===== src/rtl/arr_addr_pkg.sv =====
package arr_addr_pkg;
    parameter int GA_W  = 20;
    parameter int COL_W = 6;
    parameter int ARR_W = 2;
    parameter int LOC_W = 11;

    localparam int NUM_ARR = 1 << ARR_W;
    localparam int ROW_LO  = COL_W + ARR_W;
    localparam int ROW_W   = GA_W - ROW_LO;
    localparam int SUM_W   = LOC_W + 2;

    typedef struct packed {
        logic [ROW_W-1:0] row;
        logic [ARR_W-1:0] arr;
        logic [COL_W-1:0] col;
    } gaddr_t;

    typedef enum logic {
        ACC_INST = 1'b0,
        ACC_DATA = 1'b1
    } acc_kind_e;

    typedef struct packed {
        logic [NUM_ARR-1:0] bank;
        logic [LOC_W-1:0]   row;
        logic [COL_W-1:0]   col;
        logic               fault;
    } bank_res_t;

    function automatic logic [NUM_ARR-1:0] arr_onehot(input logic [ARR_W-1:0] a);
        return NUM_ARR'(1) << a;
    endfunction

    function automatic logic row_fits(input logic [ROW_W-1:0] r);
        return (r >> LOC_W) == '0;
    endfunction
endpackage


===== src/rtl/arr_bank_decode.sv =====
module arr_bank_decode
    import arr_addr_pkg::*;
(
    input  acc_kind_e          kind,
    input  gaddr_t             ga,
    input  logic [NUM_ARR-1:0] inst_mask,
    input  logic [NUM_ARR-1:0] data_mask,
    output bank_res_t          res
);
    logic [NUM_ARR-1:0] mask;
    logic               member;
    logic               fault;

    always_comb begin
        mask   = (kind == ACC_DATA) ? data_mask : inst_mask;
        member = mask[ga.arr];
        fault  = !member || !row_fits(ga.row);
        res.fault = fault;
        res.col   = ga.col;
        res.bank  = fault ? '0 : arr_onehot(ga.arr);
        res.row   = fault ? '0 : ga.row[LOC_W-1:0];
    end
endmodule


===== src/rtl/arr_local_adder.sv =====
module arr_local_adder
    import arr_addr_pkg::*;
#(
    parameter int NUM_PE = 64
) (
    input  logic [LOC_W-1:0]        fixed_off,
    input  logic [LOC_W-1:0]        cu_index,
    input  logic [NUM_PE*LOC_W-1:0] pe_index,
    output logic [NUM_PE*LOC_W-1:0] pe_addr,
    output logic [NUM_PE-1:0]       pe_ovf
);
    logic [SUM_W-1:0] base;
    assign base = SUM_W'(fixed_off) + SUM_W'(cu_index);

    for (genvar g = 0; g < NUM_PE; g++) begin : g_pe
        logic [SUM_W-1:0] sum;
        assign sum = base + SUM_W'(pe_index[g*LOC_W +: LOC_W]);
        assign pe_addr[g*LOC_W +: LOC_W] = sum[LOC_W-1:0];
        assign pe_ovf[g] = |sum[SUM_W-1:LOC_W];
    end
endmodule


===== src/rtl/arr_addr_gen.sv =====
module arr_addr_gen
    import arr_addr_pkg::*;
#(
    parameter int NUM_PE = 64
) (
    input  logic                    clk,
    input  logic                    rst,
    input  logic                    req_valid,
    input  logic                    req_is_data,
    input  logic [GA_W-1:0]         glob_addr,
    input  logic [NUM_ARR-1:0]      inst_mask,
    input  logic [NUM_ARR-1:0]      data_mask,
    input  logic [LOC_W-1:0]        fixed_off,
    input  logic [LOC_W-1:0]        cu_index,
    input  logic [NUM_PE*LOC_W-1:0] pe_index,
    output logic                    out_valid,
    output logic [NUM_ARR-1:0]      bank_sel,
    output logic [LOC_W-1:0]        row_addr,
    output logic [COL_W-1:0]        col_sel,
    output logic                    addr_fault,
    output logic [NUM_PE*LOC_W-1:0] pe_addr,
    output logic [NUM_PE-1:0]       pe_ovf
);
    bank_res_t                 dec;
    logic [NUM_PE*LOC_W-1:0]   sum_addr;
    logic [NUM_PE-1:0]         sum_ovf;
    acc_kind_e                 kind;

    assign kind = req_is_data ? ACC_DATA : ACC_INST;

    arr_bank_decode u_dec (
        .kind      (kind),
        .ga        (gaddr_t'(glob_addr)),
        .inst_mask (inst_mask),
        .data_mask (data_mask),
        .res       (dec)
    );

    arr_local_adder #(.NUM_PE(NUM_PE)) u_add (
        .fixed_off (fixed_off),
        .cu_index  (cu_index),
        .pe_index  (pe_index),
        .pe_addr   (sum_addr),
        .pe_ovf    (sum_ovf)
    );

    always_ff @(posedge clk) begin
        if (rst) begin
            out_valid  <= 1'b0;
            bank_sel   <= '0;
            row_addr   <= '0;
            col_sel    <= '0;
            addr_fault <= 1'b0;
            pe_addr    <= '0;
            pe_ovf     <= '0;
        end else begin
            out_valid <= req_valid;
            if (req_valid) begin
                bank_sel   <= dec.bank;
                row_addr   <= dec.row;
                col_sel    <= dec.col;
                addr_fault <= dec.fault;
                pe_addr    <= sum_addr;
                pe_ovf     <= sum_ovf;
            end
        end
    end
endmodule


===== config.mk =====
export PLATFORM = sky130hd
export DESIGN_NAME = arr_addr_gen
export DESIGN_NICKNAME = d
export VERILOG_FILES = /design/src/rtl/arr_addr_pkg.sv /design/src/rtl/arr_bank_decode.sv /design/src/rtl/arr_local_adder.sv /design/src/rtl/arr_addr_gen.sv
export SDC_FILE = /design/constraint.sdc
export NUM_CORES = 2
export LEC_CHECK = 0
export ABC_AREA = 1
export BUFFER_PORTS_ARGS = -buffer_cell sky130_fd_sc_hd__clkbuf_2
export CAP_MARGIN = 0
export CORE_AREA = 2 2 604 606
export CTS_CLUSTER_DIAMETER = 30
export DETAILED_ROUTE_END_ITERATION = 8
export DIE_AREA = 0 0 606 608
export GPL_TIMING_DRIVEN = 0
export SLEW_MARGIN = 20
export SYNTH_ARGS = -nofsm -noshare
export SYNTH_HDL_FRONTEND = slang
export SYNTH_SLANG_ARGS = --single-unit

===== constraint.sdc =====
create_clock -name clk -period 14 [get_ports clk]
set_clock_uncertainty 0.1 [all_clocks]
set_input_delay 2.8 -clock clk [delete_from_list [all_inputs] [get_ports clk]]
set_output_delay 2.8 -clock clk [all_outputs]
set_load 0.02 [all_outputs]

# After elaboration in Yosys (flattened, before gate mapping)

Index checks and enable logic that the tools add are counted.

Add/sub/neg operators: 65
Multiply operators: 0
Divide/modulo/power cells: 0
Magnitude comparators: 1
Equal/unequal tests: 0
Shift operators: 1
Mux-type cells: 6
Bitwise operators: 0
Reduce and logical (&&, ||, !) cells: 68

Operators with widths:

| cell                                               | number |
|---|---|
| adder 13 x 11 -> 13 bit                            | 64 |
| OR reduction 2 bit                                 | 64 |
| adder 11 x 11 -> 12 bit                            | 1 |
| zero test 12 bit                                   | 1 |
| 2-to-1 mux 11 bit                                  | 1 |
| 2-to-1 mux 4 bit                                   | 2 |
| left shift 1 x 2 -> 4 bit, first input constant    | 1 |
| < comparator 2 x 3 -> 1 bit, second input constant | 1 |
| binary-select mux 1 bit (select 2 bit)             | 1 |
| zero test 1 bit                                    | 2 |
| 2-to-1 mux 1 bit                                   | 2 |
| logical OR 1 bit                                   | 1 |

Register bits after elaboration: 791
Bits in latches: 0
Memory bits (writable): 0
Memory bits (read-only): 0
Word-level logic and storage cells: 148
Memories: 0

# Longest topological paths before layout

Word-level depth: 7
Depth in mapped cells: 19

# By module

Synthesis repeated with hierarchy kept, for this count alone.

Cells, all modules: 11343
Area, all modules: 69237.7 sq um

By module, submodules not included:

| module          | instances | cells an instance | area an instance (sq um) | seq. area each (sq um) |
|---|---|---|---|---|
| arr_local_adder | 1         | 6267              | 36259.8                  | 0.0 |
| arr_addr_gen    | 1         | 5007              | 32577.5                  | 15835.2 |
| arr_bank_decode | 1         | 69                | 400.4                    | 0.0 |

# Worst setup path before layout

OpenSTA, ideal clock, no wires.

Kind: in2reg
Start: input port fixed_off[0]
End: register pe_addr[196]
Data arrival time: 8.121 ns
Setup slack: 5.670 ns
Cell stages on the path: 15
Path buffers: 0
Cells stage by stage: ha_1 -> fa_1 -> ha_1 -> nand2_1 -> inv_1 -> a21oi_1 -> inv_1 -> nand2_1 -> nand2_1 -> nand2_1 -> nand2_1 -> nand2_1 -> nand3_1 -> nand2_1 -> inv_1

Word-level cells in the longest chain between the ends: 2

Ends and longest elaborated chain:

| item                    | RTL line              | source |
|---|---|---|
| start, declared         | arr_addr_gen.sv:13    | `input logic [LOC_W-1:0] fixed_off,` |
| adder 11 x 11 -> 12 bit | arr_local_adder.sv:13 | `assign base = SUM_W'(fixed_off) + SUM_W'(cu_index);` |
| adder 13 x 11 -> 13 bit | arr_local_adder.sv:17 | `assign sum = base + SUM_W'(pe_index[g*LOC_W +: LOC_W]);` |
| end signal, assigned    | arr_addr_gen.sv:63    | `pe_addr <= sum_addr;` |
| end, declared           | arr_addr_gen.sv:21    | `output logic [NUM_PE*LOC_W-1:0] pe_addr,` |

Every way passes these cells.
A chain may end at the register's enable or synchronous reset.

# Worst setup path in the final report

Start: input port fixed_off[2]
End: register pe_ovf[24]

Word-level cells in the longest chain between the ends: 3

Ends and longest elaborated chain:

| item                    | RTL line              | source |
|---|---|---|
| adder 11 x 11 -> 12 bit | arr_local_adder.sv:13 |  |
| adder 13 x 11 -> 13 bit | arr_local_adder.sv:17 |  |
| OR reduction 2 bit      | arr_local_adder.sv:19 | `assign pe_ovf[g] = \|sum[SUM_W-1:LOC_W];` |
| end signal, assigned    | arr_addr_gen.sv:64    | `pe_ovf <= sum_ovf;` |
| end, declared           | arr_addr_gen.sv:22    | `output logic [NUM_PE-1:0] pe_ovf` |

Every way passes these cells.

==> flow_metrics.tcl <==
set metrics [dict create \
    power_density_nw_per_um2 176 \
    yosysUniqueCellTypes 31 \
    ctsResizeCount 0 \
    syn_to_final_growth_pct 39.8 \
    synthFlopType "dfxtp_1" \
    drt-initial-drc-count 7043 \
    p_total_mw 15.6 \
    fin_ws_ns 7.18 \
    die_y_um 608 \
    min_from "bank_sel[1]" \
    finalWeightedCongestion 0.993 \
    nets 13500 \
    die_area_sq_um 368000 \
    maxSlewViolCount 0 \
    synth_cells 9997 \
    grt_max_degree 35 \
    synth.mux.area_fraction_pct 0 \
    yosysSeqAreaShare_pct 24.9 \
    cts_root_buffer "clkbuf_16" \
    finalHoldViolCount 0 \
    synth_xor_area_share_pct 5.15 \
    drv_cap 0 \
    synthAdderAreaFrac_pct 17.3 \
    synth_top_area_share_pct 24.9 \
    synth-compound-area-share_pct 11.6 \
    post_dp_cell_area_sq_um 79000 \
    outcome "finished with violations" \
    ys_warn_count 0 \
    setup-violations-final 0 \
    postLayoutCellArea_sq_um 88800 \
    ff2ff_path_depth 4 \
    final_util_pct 24.6 \
    drtAntennaViolNets 0 \
    clk_pin_slew_ns 0.04 \
    crit_path_start_kind "input port" \
    wl_per_cell_um 27.8 \
    io_pins 1549 \
    critPathKind "input port to register" \
    port_buffers 1545 \
    worst_slew_pin_slew_ns 1.33 \
    viasPerCell 4.42 \
    wirelength_mm 474 \
    drive_gt1_share_pct 19.1 \
    syn_area_sq_um 63600 \
    worstPathRequired_ns 14.63 \
    yosysMostFrequentCell "nand2_1" \
    grt.overflow.total 0 \
    insertion_delay_ns 0.84 \
    synth_top_area_cell "dfxtp_1" \
    rows 221 \
    synth_common_cells "2398 x nand2_1, 1933 x nor2_1, 1456 x inv_1" \
    min_path_type "register to register" \
    drt_first_pass_iters 7 \
    cp.arrival_ns 7.45 \
    start_util_pct 17.6 \
    grt_antenna_before_repair 256 \
    synth-edff-count 0 \
    grt_pass1_wl_mm 610 \
    crit_fanout 32 \
    peakVddDrop_v 0.000105 \
    die_width_um 606 \
    slew_headroom_pct 11.5 \
    violations "DRC" \
    worstReg2RegEnd "pe_addr[659]" \
    cts_setup_buffers 0 \
    yosys.area_share.simple_pct 30.4 \
    track_usage_pct 24.7 \
    synth_nets 11600 \
    cp-end-kind "register" \
    cp-startpoint "fixed_off[2]" \
    place_ws_ns 6.24 \
    synth-seq-cells 791 \
    ctsHoldBuffers 0 \
    synth.top_cells.by_area "dfxtp_1 25%, ha_1 15%, nand2_1 14%, nor2_1 11%, inv_1 8.6%" \
    vias 75500 \
    cts_sinks 791 \
    layout_min_cycle_time_ns 6.82 \
    grt_pass1_vias 68100 \
    r2r_slack_ns 12.69 \
    timing.rr.start "pe_addr[659]" \
    finalCritPeriodShare_pct 48.7 \
    rsz0062_at_grt "false" \
    cts_buffers 265 \
    drc 2 \
    clockBufferDepth 4 \
    dp_hpwl_mm 397 \
    ys_async_sr_fraction_pct 0 \
    fmax_mhz 147 \
    leakage_nw 49.1 \
    synth_top_family_by_area "simple AND/OR/NAND/NOR gates" \
    whs_endpoint "bank_sel[1]" \
    syn-mean-instance-area_sq_um 6.36 \
    htreeDepth 5 \
    cts_tree "yes" \
    hold_path_depth 2 \
    core-area_sq_um 362000 \
]
cell families after synthesis:
logic type / after synthesis
flip-flops: 791
buffers and inverters: 1740
AND/OR/NAND/NOR: 4928
XOR/XNOR: 374
AO/OA/AOI/OAI: 1325
adder cells (fa/ha/maj): 839
cells in the final DEF (no fill, tap or decap), types with 157 or more instances in the layout:
cell type  netlist  routed
a21oi_1        420     420
clkbuf_1       137     157
clkbuf_16        0     267
clkbuf_2         0    1566
dfxtp_1        791     791
diode_2          0     170
ha_1           774     773
inv_1         1456    1454
nand2_1       2398    2397
nand3_1        549     549
nor2_1        1933    1931
o21ai_0        611     611
xor2_1         261     257
per-layer routing:
layer	track usage [%]	wire length (um)	vias up	part of all wire, %
met3	8.17	49300	1059	10
met1	28.4	180000	34800	38
met5	0	589	-	0.12
met4	15.7	34000	92	7.2
met2	39.1	210000	3966	44
li1	-	-	35600	-
stage by stage:
step / setup TNS (ns) / instances / hold WS, ns
6_report: 0 / 17100 / 0.367
4_1_cts: 0 / 16900 / 0.367
5_1_grt: 0 / 17000 / 0.383
2_1_floorplan: 0 / 9997 / 0.441
3_5_place_dp: 0 / 16400 / 0.361
3_3_place_gp: -2580.45 / 16300 / 0.353
sequential cells by signal, summed over array words and instances (netlist names):
| register | cells |
|---|---|
| pe_addr | 704 |
| row_addr | 11 |
| pe_ovf | 64 |
| out_valid | 1 |
| bank_sel | 4 |
| col_sel | 6 |
| addr_fault | 1 |
power breakdown:
part / internal (mW) / switching, mW / leakage [nW]
registers: 2.60 / 0.218 / 6.57
logic: 2.08 / 4.41 / 37.9
clock network: 4.38 / 1.96 / 4.57
total: 9.06 / 6.59 / 49.1
critical path, stage by stage:
cell,delay (ns)
clkbuf_2,0.10
ha_1,0.46
nand3_1,0.12
nand3_1,0.23
a21oi_1,0.18
o21ai_0,0.56
nand2_1,0.15
nand4_1,0.16
nand2_4,0.36
buf_16,0.35
buf_16,0.28
ha_1,0.40
nand2_1,0.09
nor2_1,0.14
nand2_1,0.06
nor2_1,0.10
nor2_1,0.06
nand2_1,0.05
nand3_1,0.08
nor2_1,0.40
nor2_1,0.10
how the worst max path moves through the flow:
stage	end	slack [ns]	depth (start not counted)
global placement	pe_ovf[1]	-5.44	15
CTS	pe_ovf[34]	7.18	21
finish	pe_ovf[24]	7.18	21
detailed placement	pe_ovf[34]	6.24	21
global route	pe_ovf[3]	7.01	20
floorplan	pe_addr[196]	5.67	15
final cells by class:
cell class	count	area (sq um)
Antenna cell	170	425
Buffer	283	1380
Clock buffer	356	7450
Clock inverter	122	1990
Fill cell	40700	273000
Inverter	1457	5490
Multi-Input combinational cell	7466	41000
Sequential cell	791	15800
Tap cell	4794	6000
Timing Repair Buffer	1618	9220
(Power assumes the default switching activity.)
